**src/rtl/cwa_pkg.sv**
```systemverilog
package cwa_pkg;
  typedef enum logic [1:0] {
    ST_SEARCH = 2'd0,
    ST_LOCKED = 2'd1,
    ST_SYNCED = 2'd2
  } align_state_e;
endpackage

```
**src/rtl/cwa_rst_sync.sv**
```systemverilog
module cwa_rst_sync (
  input  logic clk_i,
  input  logic rst_ni,
  output logic rst_no
);
  logic [1:0] sync_q;

  always_ff @(posedge clk_i or negedge rst_ni) begin
    if (!rst_ni) sync_q <= 2'b00;
    else         sync_q <= {sync_q[0], 1'b1};
  end

  assign rst_no = sync_q[1];
endmodule

```
**src/rtl/cwa_window.sv**
```systemverilog
module cwa_window #(
  parameter int WORD_W = 20,
  localparam int WIN_W = 2 * WORD_W - 1
) (
  input  logic              clk_i,
  input  logic              rst_ni,
  input  logic [WORD_W-1:0] data_i,
  output logic [WIN_W-1:0]  win_o
);
  logic [WORD_W-1:0] prev_q;
  logic [WORD_W-1:0] prev_d;

  always_comb prev_d = data_i;

  always_ff @(posedge clk_i or negedge rst_ni) begin
    if (!rst_ni) prev_q <= '0;
    else         prev_q <= prev_d;
  end

  // earliest bits in the low end: previous word, then current word
  assign win_o = {data_i[WORD_W-2:0], prev_q};
endmodule

```
**src/rtl/cwa_matcher.sv**
```systemverilog
module cwa_matcher #(
  parameter int WORD_W = 20,
  parameter int PAT_W  = 20,
  parameter logic [PAT_W-1:0] PATTERN = 20'hAA97C,
  localparam int WIN_W = 2 * WORD_W - 1,
  localparam int OFF_W = $clog2(WORD_W)
) (
  input  logic              clk_i,
  input  logic              rst_ni,
  input  logic [WIN_W-1:0]  win_i,
  output logic [WORD_W-1:0] match_o,
  output logic              found_o,
  output logic [OFF_W-1:0]  first_off_o
);
  genvar go;
  generate
    for (go = 0; go < WORD_W; go++) begin : g_cmp
      assign match_o[go] = (win_i[go +: PAT_W] == PATTERN);
    end
  endgenerate

  // lowest offset wins when several match in one window
  always_comb begin
    first_off_o = '0;
    for (int o = WORD_W - 1; o >= 0; o--) begin
      if (match_o[o]) first_off_o = OFF_W'(o);
    end
  end

  assign found_o = |match_o;

  // the chosen offset is a match and nothing below it matched
  p_first_is_lowest_r3: assert property (@(posedge clk_i) disable iff (!rst_ni)
    found_o |-> (match_o[first_off_o] &&
                 ((match_o & ~({WORD_W{1'b1}} << first_off_o)) == '0)));
endmodule

```
**src/rtl/cwa_ctrl.sv**
```systemverilog
module cwa_ctrl
  import cwa_pkg::*;
#(
  parameter int WORD_W = 20,
  parameter int PAT_W  = 20,
  localparam int OFF_W = $clog2(WORD_W)
) (
  input  logic              clk_i,
  input  logic              rst_ni,
  input  logic              realign_i,
  input  logic [WORD_W-1:0] match_i,
  input  logic              found_i,
  input  logic [OFF_W-1:0]  first_off_i,
  output logic [OFF_W-1:0]  off_sel_o,
  output logic              bound_ok_o,
  output logic              sync_o
);
  align_state_e     state_q, state_d;
  logic [OFF_W-1:0] offset_q;
  logic             offset_en;
  logic             realign_q;
  logic             rl_edge;
  logic             lock_now;
  logic             hit_locked;

  assign rl_edge  = realign_i & ~realign_q;
  assign lock_now = (state_q == ST_SEARCH) && found_i && !rl_edge;

  // a match counts as "same boundary" when congruent modulo the pattern width
  always_comb begin
    hit_locked = 1'b0;
    for (int o = 0; o < WORD_W; o++) begin
      if ((o % PAT_W) == (int'(offset_q) % PAT_W)) hit_locked = hit_locked | match_i[o];
    end
  end

  always_comb begin
    state_d   = state_q;
    offset_en = lock_now;
    if (rl_edge) begin
      state_d = ST_SEARCH;
    end else begin
      unique case (state_q)
        ST_SEARCH: if (found_i)    state_d = ST_LOCKED;
        ST_LOCKED: if (hit_locked) state_d = ST_SYNCED;
        ST_SYNCED: state_d = ST_SYNCED;
        default:   state_d = ST_SEARCH;
      endcase
    end
  end

  assign off_sel_o  = lock_now ? first_off_i : offset_q;
  assign bound_ok_o = !rl_edge && ((state_q != ST_SEARCH) || found_i);
  assign sync_o     = (state_q == ST_SYNCED);

  always_ff @(posedge clk_i or negedge rst_ni) begin
    if (!rst_ni) begin
      state_q   <= ST_SEARCH;
      realign_q <= 1'b1;
    end else begin
      state_q   <= state_d;
      realign_q <= realign_i;
    end
  end

  always_ff @(posedge clk_i or negedge rst_ni) begin
    if (!rst_ni)        offset_q <= '0;
    else if (offset_en) offset_q <= first_off_i;
  end

  // a pattern seen while searching locks that boundary
  p_lock_on_first_r3: assert property (@(posedge clk_i) disable iff (!rst_ni)
    (state_q == ST_SEARCH && found_i && !rl_edge) |=>
      (state_q == ST_LOCKED && offset_q == $past(first_off_i)));

  // the boundary never moves while one is held
  p_hold_boundary_r4: assert property (@(posedge clk_i) disable iff (!rst_ni)
    (state_q != ST_SEARCH) |=> $stable(offset_q));

  // realign edge drops sync and reopens the search
  p_realign_drop_r5: assert property (@(posedge clk_i) disable iff (!rst_ni)
    rl_edge |=> (!sync_o && state_q == ST_SEARCH));

  // sync only rises out of the locked state
  p_sync_after_lock_r6: assert property (@(posedge clk_i) disable iff (!rst_ni)
    $rose(sync_o) |-> ($past(state_q) == ST_LOCKED));
endmodule

```
**src/rtl/cwa_shifter.sv**
```systemverilog
module cwa_shifter #(
  parameter int WORD_W = 20,
  parameter int SYM_W  = 10,
  parameter logic [SYM_W-1:0] COMMA = 10'h17C,
  localparam int WIN_W = 2 * WORD_W - 1,
  localparam int OFF_W = $clog2(WORD_W),
  localparam int LANES = WORD_W / SYM_W
) (
  input  logic              clk_i,
  input  logic              rst_ni,
  input  logic [WIN_W-1:0]  win_i,
  input  logic [OFF_W-1:0]  off_sel_i,
  input  logic              bound_ok_i,
  output logic [WORD_W-1:0] data_o,
  output logic [LANES-1:0]  lane_comma_o
);
  logic [WORD_W-1:0] aligned;
  logic [LANES-1:0]  lane_hit;

  assign aligned = WORD_W'(win_i >> off_sel_i);

  genvar gl;
  generate
    for (gl = 0; gl < LANES; gl++) begin : g_lane
      assign lane_hit[gl] = bound_ok_i && (aligned[gl*SYM_W +: SYM_W] == COMMA);

      // a raised lane flag always travels with the comma in that lane
      p_flag_has_comma_r7: assert property (@(posedge clk_i) disable iff (!rst_ni)
        lane_comma_o[gl] |-> (data_o[gl*SYM_W +: SYM_W] == COMMA));
    end
  endgenerate

  always_ff @(posedge clk_i or negedge rst_ni) begin
    if (!rst_ni) begin
      data_o       <= '0;
      lane_comma_o <= '0;
    end else begin
      data_o       <= aligned;
      lane_comma_o <= lane_hit;
    end
  end
endmodule

```
**src/rtl/comma_word_aligner.sv**
```systemverilog
module comma_word_aligner #(
  parameter int WORD_W = 20,
  parameter int SYM_W  = 10,
  parameter int PAT_W  = 20,
  parameter logic [PAT_W-1:0] PATTERN = 20'hAA97C,
  parameter logic [SYM_W-1:0] COMMA   = 10'h17C,
  localparam int LANES = WORD_W / SYM_W,
  localparam int OFF_W = $clog2(WORD_W),
  localparam int WIN_W = 2 * WORD_W - 1
) (
  input  logic              clk_i,
  input  logic              rst_ni,
  input  logic [WORD_W-1:0] data_i,
  input  logic              realign_i,
  output logic [WORD_W-1:0] data_o,
  output logic [LANES-1:0]  lane_comma_o,
  output logic              sync_o
);
  logic              rst_n_s;
  logic [WIN_W-1:0]  win;
  logic [WORD_W-1:0] match;
  logic              found;
  logic [OFF_W-1:0]  first_off;
  logic [OFF_W-1:0]  off_sel;
  logic              bound_ok;

  cwa_rst_sync u_rst (
    .clk_i (clk_i),
    .rst_ni(rst_ni),
    .rst_no(rst_n_s)
  );

  cwa_window #(.WORD_W(WORD_W)) u_win (
    .clk_i (clk_i),
    .rst_ni(rst_n_s),
    .data_i(data_i),
    .win_o (win)
  );

  cwa_matcher #(.WORD_W(WORD_W), .PAT_W(PAT_W), .PATTERN(PATTERN)) u_match (
    .clk_i      (clk_i),
    .rst_ni     (rst_n_s),
    .win_i      (win),
    .match_o    (match),
    .found_o    (found),
    .first_off_o(first_off)
  );

  cwa_ctrl #(.WORD_W(WORD_W), .PAT_W(PAT_W)) u_ctrl (
    .clk_i      (clk_i),
    .rst_ni     (rst_n_s),
    .realign_i  (realign_i),
    .match_i    (match),
    .found_i    (found),
    .first_off_i(first_off),
    .off_sel_o  (off_sel),
    .bound_ok_o (bound_ok),
    .sync_o     (sync_o)
  );

  cwa_shifter #(.WORD_W(WORD_W), .SYM_W(SYM_W), .COMMA(COMMA)) u_shift (
    .clk_i       (clk_i),
    .rst_ni      (rst_n_s),
    .win_i       (win),
    .off_sel_i   (off_sel),
    .bound_ok_i  (bound_ok),
    .data_o      (data_o),
    .lane_comma_o(lane_comma_o)
  );
endmodule

```
**config.mk**
```make
export PLATFORM = sky130hd
export DESIGN_NAME = comma_word_aligner
export DESIGN_NICKNAME = d
export VERILOG_FILES = /design/src/rtl/cwa_pkg.sv /design/src/rtl/cwa_rst_sync.sv /design/src/rtl/cwa_window.sv /design/src/rtl/cwa_matcher.sv /design/src/rtl/cwa_ctrl.sv /design/src/rtl/cwa_shifter.sv /design/src/rtl/comma_word_aligner.sv
export SDC_FILE = /design/constraint.sdc
export NUM_CORES = 1
export LEC_CHECK = 0
export ABC_AREA = 0
export BUFFER_PORTS_ARGS = -buffer_cell sky130_fd_sc_hd__buf_4
export CORE_ASPECT_RATIO = 0.9
export CORE_MARGIN = 2
export CORE_UTILIZATION = 56
export CTS_CLUSTER_SIZE = 8
export DETAILED_ROUTE_END_ITERATION = 8
export PLACE_DENSITY = 0.76
export SETUP_SLACK_MARGIN = 0.1
export SLEW_MARGIN = 20
export SYNTH_ARGS = -nofsm -noshare
export SYNTH_HDL_FRONTEND = slang
export SYNTH_SLANG_ARGS = --single-unit
```
**constraint.sdc**
```tcl
create_clock -name clk_i -period 2.2 [get_ports clk_i]
set_input_delay 0.22 -clock clk_i [delete_from_list [all_inputs] [get_ports clk_i]]
set_output_delay 0.22 -clock clk_i [all_outputs]
set_load 0.05 [all_outputs]
```
==> flow_metrics.tcl, run 1 <==
set metrics [dict create \
    synthCells 604 \
    std_cell_rows 32 \
    yosys.area_share.xor_xnor_pct 0 \
    yosys_warnings 0 \
    ys_seq_area_share_pct 25.93 \
    numClockSinks 52 \
    ys_ff_latch 52 \
    postPlaceCellArea_um2 7382 \
    haltStage "clock tree synthesis (4_1_cts)" \
    cts_max_path_buffers 2 \
    cts_resized 227 \
    cts-root-buf "clkbuf_8" \
    die_h_um 93.85 \
    place_hpwl_um 17030 \
    yosys.area_share.adder_pct 0.9963 \
    async_reset_ff_share_pct 100.0 \
    synth-edff-count 0 \
    io_buffers 45 \
    place_ws_ps -2023 \
    syn-cell-area_um2 5024 \
    start_util_pct 58.09 \
    synth_top_family_by_area "simple AND/OR/NAND/NOR gates" \
    ctsHoldBuffers 2 \
    htree_levels 2 \
    cts_setup_buffers 33 \
    status "stopped before the end" \
    post-place-cells 978 \
    synth.avg_cell_area_um2 8.317 \
    synth_compound_area_share_pct 17.19 \
    synthSimpleGateAreaFrac_pct 32.53 \
    synth_cell_type_count 75 \
    synth_fp_nets 631 \
    synth.area.mux_share_pct 18.41 \
    die_w_um 103.8 \
    numCtsBuffers 5 \
    pin_count 46 \
    ys_dominant_reg_cell "dfrtp_1" \
    gp_congestion 1.235 \
    stop_error "[ERROR DPL-0038] Utilization greater than 100%, impossible to legalize" \
]
## logic make-up after synthesis
group / Yosys count
compound gates: 120
fa+ha+maj: 4
buf+inv: 55
flops: 52
mux: 90
other cells: 1
simple gates: 282
## cells in the mapped netlist (7+ instances only)
cell type | n | share of area (%)
a21oi_1 | 14 | 1.4
a22oi_1 | 18 | 2.7
and3_1 | 11 | 1.4
buf_2 | 22 | 2.2
clkbuf_1 | 17 | 1.3
dfrtp_1 | 51 | 25
inv_1 | 8 | 0.60
mux2_2 | 13 | 2.9
mux2i_1 | 75 | 15
nand2_1 | 54 | 4.0
nand2b_1 | 15 | 1.9
nand3_1 | 22 | 2.2
nand4_1 | 10 | 1.2
nand4b_1 | 9 | 1.6
nor2_1 | 41 | 3.1
nor2b_1 | 15 | 1.9
nor3_1 | 18 | 1.8
nor4_1 | 28 | 3.5
nor4bb_1 | 9 | 1.8
o211ai_1 | 9 | 1.3
o21ai_0 | 18 | 1.8
o22ai_1 | 7 | 0.87
or4_1 | 15 | 2.2
## through the flow
stage	util (%)	setup TNS, ps	hold WS (ps)
floorplan	-	-26720	-75.59
global placement	85.36	-36120	2.232
detailed placement	85.36	-39660	3.088
==> inputs of run 2 (changes only) <==
Settings changed: CORE_ASPECT_RATIO 0.9 to not set, CORE_UTILIZATION 56 to 40, CTS_CLUSTER_SIZE 8 to not set, PLACE_DENSITY 0.76 to not set, PLACE_DENSITY_LB_ADDON set to 0.15, SETUP_SLACK_MARGIN 0.1 to not set.
==> flow_metrics.tcl, run 2 <==
set metrics [dict create \
    via_per_inst 6.045 \
    worstSetupPathType "reg2reg" \
    core_um2 12110 \
    final_max_slew_viol_count 0 \
    dr.pass1.iters 8 \
    die_h_um 116.1 \
    wirelength_um 23980 \
    cts-root-buf "clkbuf_16" \
    critPathCaptureType "register" \
    std_cell_rows 40 \
    crit_path_max_fanout 10 \
    htree_levels 2 \
    slew_headroom_pct 64.62 \
    synth.avg_cell_area_um2 8.317 \
    ys_dominant_reg_cell "dfrtp_1" \
    clkTransAtPathRegs_ps 80 \
    grt_pass1_vias 6534 \
    violations "setup timing" \
    yosys_warnings 0 \
    synthTopCellsByCount "75 x mux2i_1, 54 x nand2_1, 51 x dfrtp_1, 41 x nor2_1, 28 x nor4_1" \
    synth_most_common_cell "mux2i_1" \
    insertion_delay_ps 310 \
    gp_congestion 1.012 \
    area_delta_synth_final_pct 79.38 \
    die_area_um2 13470 \
    post-route-min-period_ps 4044 \
    finClkSkew_ps 8.874 \
    final_cell_mix "331 x buf_4, 52 x nand2_1, 44 x dfrtp_1" \
    synth_fp_nets 631 \
    cts_tree "built" \
    io_buffers 45 \
    status "complete, but fails checks" \
    tns_ps -39390 \
    grt_antenna_before_repair 0 \
    drive_gt1_share_pct 56.71 \
    post_drt_wl_per_cell_um 21.82 \
    ys_ff_latch 52 \
    pin_count 46 \
    fmax_ghz 0.2473 \
    post-route-period-util_pct 183.8 \
    hold_viol_final 0 \
    fin_ws_ps -1844 \
    numCtsBuffers 5 \
    multi_input_area_um2 4392 \
    synth_cell_type_count 75 \
    pwr_density_cell_nw_per_um2 832.9 \
    synth_top_area_cell "dfrtp_1" \
    numClockSinks 52 \
    grtUsageTotal_pct 34.98 \
    critical-path-slowest-cell "dfrtp_2" \
    final_nets 957 \
    antenna_cells 0 \
    cp_slowest_stage_delay_ps 460 \
    regArea_um2 1311 \
    start_util_pct 41.48 \
    gr-total-overflow 0 \
    cts_max_path_buffers 2 \
    cp.required_ps 2440 \
    vias 6644 \
    synthCells 604 \
    finalSetupViolations 29 \
    path_cells "and3b_1 > nand4b_1 > buf_4 > buf_4 > nor4_4 > nor4_1 > a21oi_2 > a21oi_4 > inv_4 > buf_12 > mux2i_4 > mux2i_1 > and3_1 > a211o_1 > a221o_1 > nor4b_2 > nor3b_2" \
    grt_pass1_wl_um 35840 \
    synth_top_area_share_pct 25.40 \
    final_common_cell "buf_4" \
    yosys-top-cells-area "dfrtp_1 25%, mux2i_1 15%, nand2_1 4.0%" \
    place_hpwl_um 18100 \
    async_reset_ff_share_pct 100.0 \
    cp-start-kind "register" \
    hold_ws_ps 13.37 \
    drv_cap 0 \
    cp.arrival_ps 4280 \
    power.leakage_uw 0.004156 \
    ir_worst_vdd_mv 0.7115 \
    syn-cell-area_um2 5024 \
    cpMostUsedCell "buf_4" \
    ys_seq_area_share_pct 25.93 \
    die_w_um 116.1 \
    ant_nets 0 \
    fillers 891 \
    grt_max_degree 23 \
    worst_pin_slew_ps 530.7 \
    min_path_type "in2reg" \
    rsz0062_at_grt "true" \
    synth-edff-count 0 \
    drc 0 \
    top_regs "u_shift.data_o (20), u_win.prev_q (20), u_ctrl.offset_q (5)" \
    first_iter_violations 562 \
]
-- run 2: cell type report --
class	instances	area share (%)
clock inverter	3	0.2916
inverter	11	0.5137
multi-input combinational	497	48.74
tap	168	2.333
sequential	52	14.55
timing repair buffer	363	32.19
clock buffer	5	1.389
-- run 2: worst paths after layout --
kind,cells past startpoint,endpoint,slack [ps],start
hold / removal,1,u_win.prev_q[19],10,data_i[19]
hold reg to reg,0,u_win.prev_q[16],250,u_rst.sync_q[1]
max in group asynchronous,1,u_shift.data_o[13],1280,u_rst.sync_q[1]
min in group asynchronous,2,u_rst.sync_q[1],220,rst_ni
setup reg to reg,17,u_shift.lane_comma_o[0],-1840,u_win.prev_q[15]
setup / recovery,17,u_shift.lane_comma_o[0],-1840,u_win.prev_q[15]
-- run 2: metal layers --
metal | track usage (%) | share of wire [%] | vias to the layer above | wire [um]
met3 | 6.799 | 9.3 | 81 | 2230
met5 | 0 | 0 | - | 0
met1 | 46.84 | 41 | 3189 | 9748
li1 | - | - | 2993 | -
met4 | 13.10 | 3.1 | 0 | 746
met2 | 56.18 | 47 | 381 | 11250
-- run 2: where the power goes --
group / switching (uW) / total, uW / internal, uW
sequential: 118 / 1300 / 1180
combinational: 2830 / 5370 / 2540
clock: 406 / 837 / 431
-- run 2: logic make-up after synthesis --
| family | count (synthesis) | synth area share (%) |
|---|---|---|
| muxes | 90 | 18.41 |
| DFF | 52 | 25.93 |
| AOI/OAI and AO/OA | 120 | 17.19 |
| and+or+nand+nor | 282 | 32.53 |
| buffers and inverters | 55 | 4.882 |
| adders and majority gates | 4 | 0.9963 |
| other | 1 | 0.07465 |
-- run 2: timing repair --
action,4_1_cts,5_1_grt
hold endpoints to repair,2,0
hold buffers,1,0
gates cloned,0,1
setup endpoints to repair,29,29
buffers inserted,16,32
resized for setup,90,105
pin swaps,20,47
-- run 2: worst max-delay path: cells and delay by family (launching register included) --
family	cells	cell delay (ps)
compound gates	4	980
buf+inv	4	610
flops	1	460
mux	2	380
simple gates	7	1520
-- run 2: stage by stage --
step	utilization (%)	cell area [um^2]	setup slack (ps)	cells	total power [uW]
after floorplan	-	5215	-1411	604	3751
after global routing	74.40	9011	-1934	1099	7841
after global placement	62.57	7579	-1937	1045	5739
final	74.40	9011	-1844	1099	7505
after CTS	68.39	8283	-1725	1069	7028
after detailed placement	62.57	7579	-1969	1045	5772
(Power assumes the default switching activity.)
